File: src/rtl/bm_pkg.sv
package bm_pkg;
  localparam int FLG_N   = 4;
  localparam int FLG_STA = 0;
  localparam int FLG_STO = 1;
  localparam int FLG_ERR = 2;
  localparam int FLG_TMO = 3;

  typedef logic [FLG_N-1:0] flag_vec_t;

  // SDA falls while SCL is high on both sides of the edge
  function automatic logic is_start(input logic scl_now, input logic scl_was,
                                    input logic sda_now, input logic sda_was);
    return scl_now & scl_was & sda_was & ~sda_now;
  endfunction

  // SDA rises while SCL is high on both sides of the edge
  function automatic logic is_stop(input logic scl_now, input logic scl_was,
                                   input logic sda_now, input logic sda_was);
    return scl_now & scl_was & ~sda_was & sda_now;
  endfunction

  // write-one-to-clear update; a new set wins over a clear
  function automatic flag_vec_t w1c_next(input flag_vec_t cur, input flag_vec_t clr,
                                         input flag_vec_t set);
    return (cur & ~clr) | set;
  endfunction
endpackage

File: src/rtl/bm_sync.sv
module bm_sync #(
  parameter int STAGES = 2
) (
  input  logic clk,
  input  logic rst_n,
  input  logic scl_raw,
  input  logic sda_raw,
  output logic scl_s,
  output logic sda_s,
  output logic scl_fall,
  output logic start_ev,
  output logic stop_ev
);
  logic [STAGES-1:0] scl_pipe, sda_pipe;
  logic scl_q, sda_q;

  // lines reset to their idle level so that no condition appears at reset release
  always_ff @(posedge clk or negedge rst_n) begin
    if (!rst_n) begin
      scl_pipe <= '1;
      sda_pipe <= '1;
      scl_q    <= 1'b1;
      sda_q    <= 1'b1;
    end else begin
      scl_pipe <= {scl_pipe[STAGES-2:0], scl_raw};
      sda_pipe <= {sda_pipe[STAGES-2:0], sda_raw};
      scl_q    <= scl_pipe[STAGES-1];
      sda_q    <= sda_pipe[STAGES-1];
    end
  end

  assign scl_s    = scl_pipe[STAGES-1];
  assign sda_s    = sda_pipe[STAGES-1];
  assign scl_fall = scl_q & ~scl_s;
  assign start_ev = bm_pkg::is_start(scl_s, scl_q, sda_s, sda_q);
  assign stop_ev  = bm_pkg::is_stop(scl_s, scl_q, sda_s, sda_q);
endmodule

File: src/rtl/bm_hang.sv
module bm_hang #(
  parameter int CNT_W = 4
) (
  input  logic clk,
  input  logic rst_n,
  input  logic scl_s,
  input  logic sda_s,
  input  logic scl_fall,
  input  logic samp_en,
  input  logic start_ev,
  output logic hang
);
  localparam logic [CNT_W-1:0] CNT_MAX = '1;

  logic [CNT_W-1:0] cnt;
  logic advance, wrap;

  assign advance = samp_en & scl_s;
  assign wrap    = advance & (cnt == CNT_MAX);

  always_ff @(posedge clk or negedge rst_n) begin
    if (!rst_n)        cnt <= '0;
    else if (scl_fall) cnt <= '0;
    else if (advance)  cnt <= cnt + 1'b1;
  end

  always_ff @(posedge clk or negedge rst_n) begin
    if (!rst_n)                hang <= 1'b0;
    else if (start_ev)         hang <= 1'b0;
    else if (wrap && !sda_s)   hang <= 1'b1;
  end

  // a falling SCL edge restarts the count
  a_r5_fall_restart: assert property (@(posedge clk) disable iff (!rst_n)
    scl_fall |=> (cnt == '0));
  // the next START removes the hang status
  a_r7_hang_clear: assert property (@(posedge clk) disable iff (!rst_n)
    start_ev |=> !hang);
endmodule

File: src/rtl/bm_timeout.sv
module bm_timeout #(
  parameter int TMO_W = 10
) (
  input  logic             clk,
  input  logic             rst_n,
  input  logic [TMO_W-1:0] limit,
  input  logic             all_clear,
  output logic             hit
);
  logic [TMO_W-1:0] cnt;
  logic run;

  assign run = all_clear && (limit != '0);
  assign hit = run && (cnt == limit);

  always_ff @(posedge clk or negedge rst_n) begin
    if (!rst_n)          cnt <= '0;
    else if (!run || hit) cnt <= '0;
    else                 cnt <= cnt + 1'b1;
  end

  // any pending flag holds the counter at zero
  a_r10_hold_zero: assert property (@(posedge clk) disable iff (!rst_n)
    !all_clear |=> (cnt == '0));
endmodule

File: src/rtl/i2c_bus_watch.sv
module i2c_bus_watch #(
  parameter int SYNC_STAGES = 2,
  parameter int HANG_W      = 4,
  parameter int TMO_W       = 10
) (
  input  logic             clk,
  input  logic             rst_n,
  input  logic             scl_i,
  input  logic             sda_i,
  input  logic             samp_en,
  input  logic             in_frame,
  input  logic [TMO_W-1:0] tmo_limit,
  input  logic [3:0]       irq_en,
  input  logic [3:0]       flag_clr,
  output logic [3:0]       flags,
  output logic             bus_busy,
  output logic             bus_idle,
  output logic             bus_hang,
  output logic             irq
);
  import bm_pkg::*;

  logic scl_s, sda_s, scl_fall, start_ev, stop_ev;
  logic frame_err_ev, tmo_hit;
  flag_vec_t flags_q, set_vec;

  bm_sync #(.STAGES(SYNC_STAGES)) u_sync (
    .clk(clk), .rst_n(rst_n), .scl_raw(scl_i), .sda_raw(sda_i),
    .scl_s(scl_s), .sda_s(sda_s), .scl_fall(scl_fall),
    .start_ev(start_ev), .stop_ev(stop_ev)
  );

  bm_hang #(.CNT_W(HANG_W)) u_hang (
    .clk(clk), .rst_n(rst_n), .scl_s(scl_s), .sda_s(sda_s),
    .scl_fall(scl_fall), .samp_en(samp_en), .start_ev(start_ev),
    .hang(bus_hang)
  );

  bm_timeout #(.TMO_W(TMO_W)) u_tmo (
    .clk(clk), .rst_n(rst_n), .limit(tmo_limit),
    .all_clear(flags_q == '0), .hit(tmo_hit)
  );

  assign frame_err_ev = (start_ev | stop_ev) & in_frame;

  always_comb begin
    set_vec          = '0;
    set_vec[FLG_STA] = start_ev;
    set_vec[FLG_STO] = stop_ev;
    set_vec[FLG_ERR] = frame_err_ev;
    set_vec[FLG_TMO] = tmo_hit;
  end

  always_ff @(posedge clk or negedge rst_n) begin
    if (!rst_n) flags_q <= '0;
    else        flags_q <= w1c_next(flags_q, flag_clr, set_vec);
  end

  always_ff @(posedge clk or negedge rst_n) begin
    if (!rst_n)        bus_busy <= 1'b0;
    else if (start_ev) bus_busy <= 1'b1;
    else if (stop_ev)  bus_busy <= 1'b0;
  end

  assign flags    = flags_q;
  assign bus_idle = scl_s & sda_s & ~bus_busy;
  assign irq      = |(flags_q & irq_en);

  // START marks the bus busy
  a_r2_busy_set: assert property (@(posedge clk) disable iff (!rst_n)
    start_ev |=> bus_busy);
  // STOP releases the bus
  a_r2_busy_clr: assert property (@(posedge clk) disable iff (!rst_n)
    (stop_ev && !start_ev) |=> !bus_busy);
  // the error flag is sticky until cleared
  a_r8_err_sticky: assert property (@(posedge clk) disable iff (!rst_n)
    (flags_q[FLG_ERR] && !flag_clr[FLG_ERR]) |=> flags_q[FLG_ERR]);
  // a clear without a new START removes the start flag
  a_r11_clear_start: assert property (@(posedge clk) disable iff (!rst_n)
    (flag_clr[FLG_STA] && !start_ev) |=> !flags_q[FLG_STA]);
endmodule

File: config.mk
export PLATFORM = sky130hd
export DESIGN_NAME = i2c_bus_watch
export DESIGN_NICKNAME = d
export VERILOG_FILES = /design/src/rtl/bm_pkg.sv /design/src/rtl/bm_sync.sv /design/src/rtl/bm_hang.sv /design/src/rtl/bm_timeout.sv /design/src/rtl/i2c_bus_watch.sv
export SDC_FILE = /design/constraint.sdc
export NUM_CORES = 1
export LEC_CHECK = 0
export BUFFER_PORTS_ARGS = -buffer_cell sky130_fd_sc_hd__clkbuf_2
export CORE_ASPECT_RATIO = 0.9
export CORE_UTILIZATION = 35
export CTS_CLUSTER_SIZE = 25
export DETAILED_ROUTE_END_ITERATION = 7
export GPL_TIMING_DRIVEN = 0
export PLACE_DENSITY_LB_ADDON = 0.12
export SETUP_SLACK_MARGIN = 0.15
export SKIP_CTS_REPAIR_TIMING = 1
export SYNTH_ARGS = -nofsm -noshare
export SYNTH_HDL_FRONTEND = slang
export SYNTH_SLANG_ARGS = --single-unit
export TNS_END_PERCENT = 30
File: constraint.sdc
create_clock -name clk -period 4.3 [get_ports clk]
set_input_delay 0.86 -clock clk [delete_from_list [all_inputs] [get_ports clk]]
set_output_delay 0.86 -clock clk [all_outputs]
set_load 0.01 [all_outputs]
; Word level (Yosys, flattened, before mapping)
; Cells that the tools add are included.
[word_totals]
input_bits = 24
elab_cells = 52
reg_bits = 26
[classes]
n_addsub = 2
bitwise_logic = 20
reduce_logical = 12
mux = 7
n_eq_ne = 2
[ops]
columns = cell, n
row1 = $and 1x1->1, 11
row2 = $add 10x1->10 const B, 1
row3 = $eq 10x10->1, 1
row4 = $mux 10, 1
row5 = $reduce_bool 10->1, 1
row6 = $and 4x4->4, 2
row7 = $mux 4, 2
row8 = $reduce_bool 2->1, 3
row9 = $add 4x1->4 const B, 1
row10 = $eq 4x4->1 const B, 1
row11 = $logic_not 4->1, 1
row12 = $mux 1, 4
row13 = $not 1->1, 4
row14 = $not 4->4, 1
row15 = $or 4x4->4, 1
row16 = $reduce_or 4->1, 1
row17 = $logic_and 1x1->1, 3
row18 = $logic_not 1->1, 2
row19 = $logic_or 1x1->1, 1
row20 = $or 1x1->1, 1

; Logic depth before layout (Yosys ltp)
[logic_depth]
ltp_word = 6
ltp_mapped = 5

; By module
; From an unflattened synthesis, not the netlist that was laid out.
[hier_totals]
cells_unflattened = 119
hier_area_um2 = 1258.7
[by_module_without_submodules]
columns = module, area_per_inst_um2, seq_area_each_um2, instances, cells_each
row1 = bm_timeout, 626.9, 250.2, 1, 66
row2 = bm_hang, 227.7, 125.1, 1, 22
row3 = i2c_bus_watch, 220.2, 125.1, 1, 22
row4 = bm_sync, 183.9, 157.7, 1, 9

; Least setup slack after synthesis
; No wires, ideal clock.
[synth_path]
kind = in2out
from = input irq_en[0]
to = output irq
t_required_ps = 3440
path_buffers = 0
path_stages = 2
setup_slack_ps = 2316
arrival_ps = 1124
path_cell_list = a22oi_1 nand2_1
[synth_between]
elab_chain_cells = 2
[synth_lines]
columns = item, line_no
row1 = start: declaration, i2c_bus_watch.sv:13  ; input logic [3:0] irq_en,
row2 = $and 4x4->4, i2c_bus_watch.sv:67  ; assign irq = |(flags_q & irq_en);
row3 = $reduce_or 4->1, i2c_bus_watch.sv:67
row4 = end: declaration, i2c_bus_watch.sv:19  ; output logic irq
; Every way passes these cells.

; Final worst setup path
[layout_path]
from = register u_sync.scl_pipe[1]
to = output bus_idle
[layout_between]
elab_chain_cells = 2
[layout_lines]
columns = item, line_no
row1 = start: declaration, bm_sync.sv:14  ; logic [STAGES-1:0] scl_pipe, sda_pipe;
row2 = start signal: assignment, bm_sync.sv:25  ; scl_pipe <= {scl_pipe[STAGES-2:0], scl_raw};
row3 = $and 1x1->1 (2 in series), i2c_bus_watch.sv:66  ; assign bus_idle = scl_s & sda_s & ~bus_busy;
row4 = end: declaration, i2c_bus_watch.sv:17  ; output logic bus_idle,
; Every way passes these cells.

==> summary.txt <==
Status
  • Status: completed

Global routing
  • Largest net degree at the start of global routing: 27
  • Total GRT Usage: 14.6%
  • First-pass GRT wire length: 4.24 mm
  • Antenna violations before repair: 0
  • Global route overflow: 0
  • Vias in the first global route: 970

Power
  • Leakage power total: 0.000681 uW
  • PwrDens: 386 mW/mm^2
  • Peak VDD IR: 0.000221 V

Clock tree
  • Reg clk slew, reported paths: 80 ps
  • Clock buffers created by TritonCTS: 3
  • Number of H-tree levels: 1
  • CTS root buffer: clkbuf_8
  • Worst-Skew Late Latency: 270 ps
  • Sink Count: 26
  • TritonCTS clock tree: done
  • Maximum root-to-sink buffer count: 2

Route
  • Vias per std cell: 4.89
  • Vias post-DR: 968
  • Initial DRT Pass Iterations: 4
  • DRT antenna net count: 0
  • DR iter-0 viols: 26
  • Total wire length: 2.46 mm
  • Detailed-route wire length per cell: 12.4 um
  • # DRC: 0

Yosys
  • Top FF cell, synth: dfrtp_1
  • Mapped Cells: 119
  • #FFs+latches synth: 26
  • Register area share after synthesis: 52.2%
  • Number of flops mapped to enable cells by yosys: 0
  • Cell with the most instances after synthesis: dfrtp_1
  • Post-synth top area share: 39.7%
  • Fraction of registers with async set or reset after synthesis: 100%
  • Post-Syn Area: 0.00126 mm^2
  • YS warnings: 0
  • Synth top area cells: dfrtp_1 40%, dfstp_2 13%, xnor2_1 11%
  • Synthesized area per cell: 10.6 um^2
  • Cell taking the most area after synthesis: dfrtp_1
  • Post-synth top cells: 20 x dfrtp_1, 18 x nor2_1, 16 x xnor2_1, 8 x nand2_1
  • Synthesized net count: 145
  • Netlist cell types: 27

Worst setup path
  • CP Data Required Time: 3440 ps
  • R2R setup slack: 2610 ps
  • Worst setup path class: flop to output port
  • Worst r2r dst: u_tmo.cnt[2]
  • Reg2reg start: u_tmo.cnt[3]
  • R2R depth: 5
  • Crit path max fanout: 10
  • Slowest CP cell: dfstp_2
  • CP Launch Type: flop
  • CP endpoint kind: output port
  • CP Cell Sequence: clkbuf_1, nand2_1, nor2_1, clkbuf_2
  • Crit path DAT: 1480 ps
  • Slowest stage delay, CP: 540 ps

Floorplanning
  • Die area: 0.00385 mm^2
  • Num ports: 32
  • Initial Util: 37.1%
  • Die Span Y: 59.0 um
  • Rows: 20
  • Core Box Area: 0.00340 mm^2
  • Die Wd: 65.3 um

Hold path
  • Hold_sp: u_sync.scl_pipe[0]
  • Hold Path Class: flop to flop
  • Hold path depth: 0
  • Hold Path End: u_sync.scl_pipe[1]

Cells and area
  • Antenna cell count: 0
  • P&R area growth vs syn: 22.3%
  • Post-layout util: 45.3%
  • Fin nets: 181
  • Share of layout cells above drive strength 1: 29.2%

Timing
  • Hold Violations, Final: 0
  • Actual slew at the worst max-slew pin: 620 ps
  • RSZ-0062 raised after global routing: no
  • Max Fclk: 0.428 GHz
  • Max-Slew Margin vs Limit: 58.7%
  • Setup Skew: 0.684 ps
  • Pins Over Slew Limit: 0
  • Fin crit share: 54.4%
  • Fin crit period: 2340 ps
  • Finish-stage setup viols: 0
  • TNS Setup: 0 ps

Place
  • GPL Wtd Cong: 0.709
  • Number of port buffers: 31
  • Placed wire-length estimate: 1.90 mm

Flow run
  • Max-Cap Viols: 0
layout by cell type (no fill, tap or decap), types with 5 or more instances in the layout:
master / instances
dfstp_2: 6
nand4_1: 5
xor2_1: 5
nand2_1: 8
xnor2_1: 16
clkbuf_2: 31
dfrtp_1: 20
inv_1: 6
nor2_1: 18
nand3_1: 6
power breakdown:
group / switching, uW / leakage [uW] / internal (uW)
Sequential: 24.2 / 0.000330 / 269
Clock: 73.2 / 0.0000357 / 124
Combinational: 54.6 / 0.000315 / 50.2
flip-flops by register name (all words and copies together), names as in the netlist:
register / count
bus_busy: 1
flags: 4
u_hang.cnt: 4
u_hang.hang: 1
u_sync.scl_pipe: 2
u_sync.scl_q: 1
u_sync.sda_pipe: 2
u_sync.sda_q: 1
u_tmo.cnt: 10
per-layer routing:
metal	vias up	wire length [um]	global-route usage, %
met5	-	0	0
met1	456	1200	19.2
li1	481	-	-
met2	27	1080	23.6
met3	4	164	4.26
met4	0	18	3.73
cell type report:
cell class,instances,area (um^2)
clock inverters,1,30.0
clock buffers,3,41.3
inverters,6,22.5
flip-flops and latches,26,658
repair buffers,31,155
well taps,44,55.1
multi-input cells,85,573
plain buffers,2,7.51
fillers,356,1860
through the flow:
step	setup slack, ps	power [uW]	hold WS, ps	area, um^2	cells
floorplan	2320	362	345	1260	119
global route	1830	630	365	1540	198
CTS	1940	607	361	1540	198
global placement	2150	395	346	1470	194
finish	1960	595	359	1540	198
detailed placement	2130	403	347	1470	194
critical path, delay by kind of cell, from the launching register on:
kind	cells	cell delay [ps]
buf+inv	2	480
flops	1	540
simple gates	2	190
logic make-up (layout without fill, tap and decap cells):
group,count (synthesis),count (layout),share of synthesized area (%)
fa+ha+maj,2,2,1.98
compound gates,16,16,11.3
simple gates,45,45,16.7
mux,1,1,0.893
flops,26,26,52.2
xor+xnor,21,21,14.6
buf+inv,8,43,2.38
how the worst max path moves through the flow:
stage	startpoint	endpoint	slack, ps	cells past startpoint
5_1_grt	u_sync.scl_pipe[1]	bus_idle	1830	4
6_report	u_sync.scl_pipe[1]	bus_idle	1960	4
3_5_place_dp	irq_en[2]	irq	2130	4
2_1_floorplan	irq_en[0]	irq	2320	2
4_1_cts	u_sync.scl_pipe[1]	bus_idle	1940	4
3_3_place_gp	irq_en[0]	irq	2150	4
Note: power is estimated with default switching activity, not from simulation.
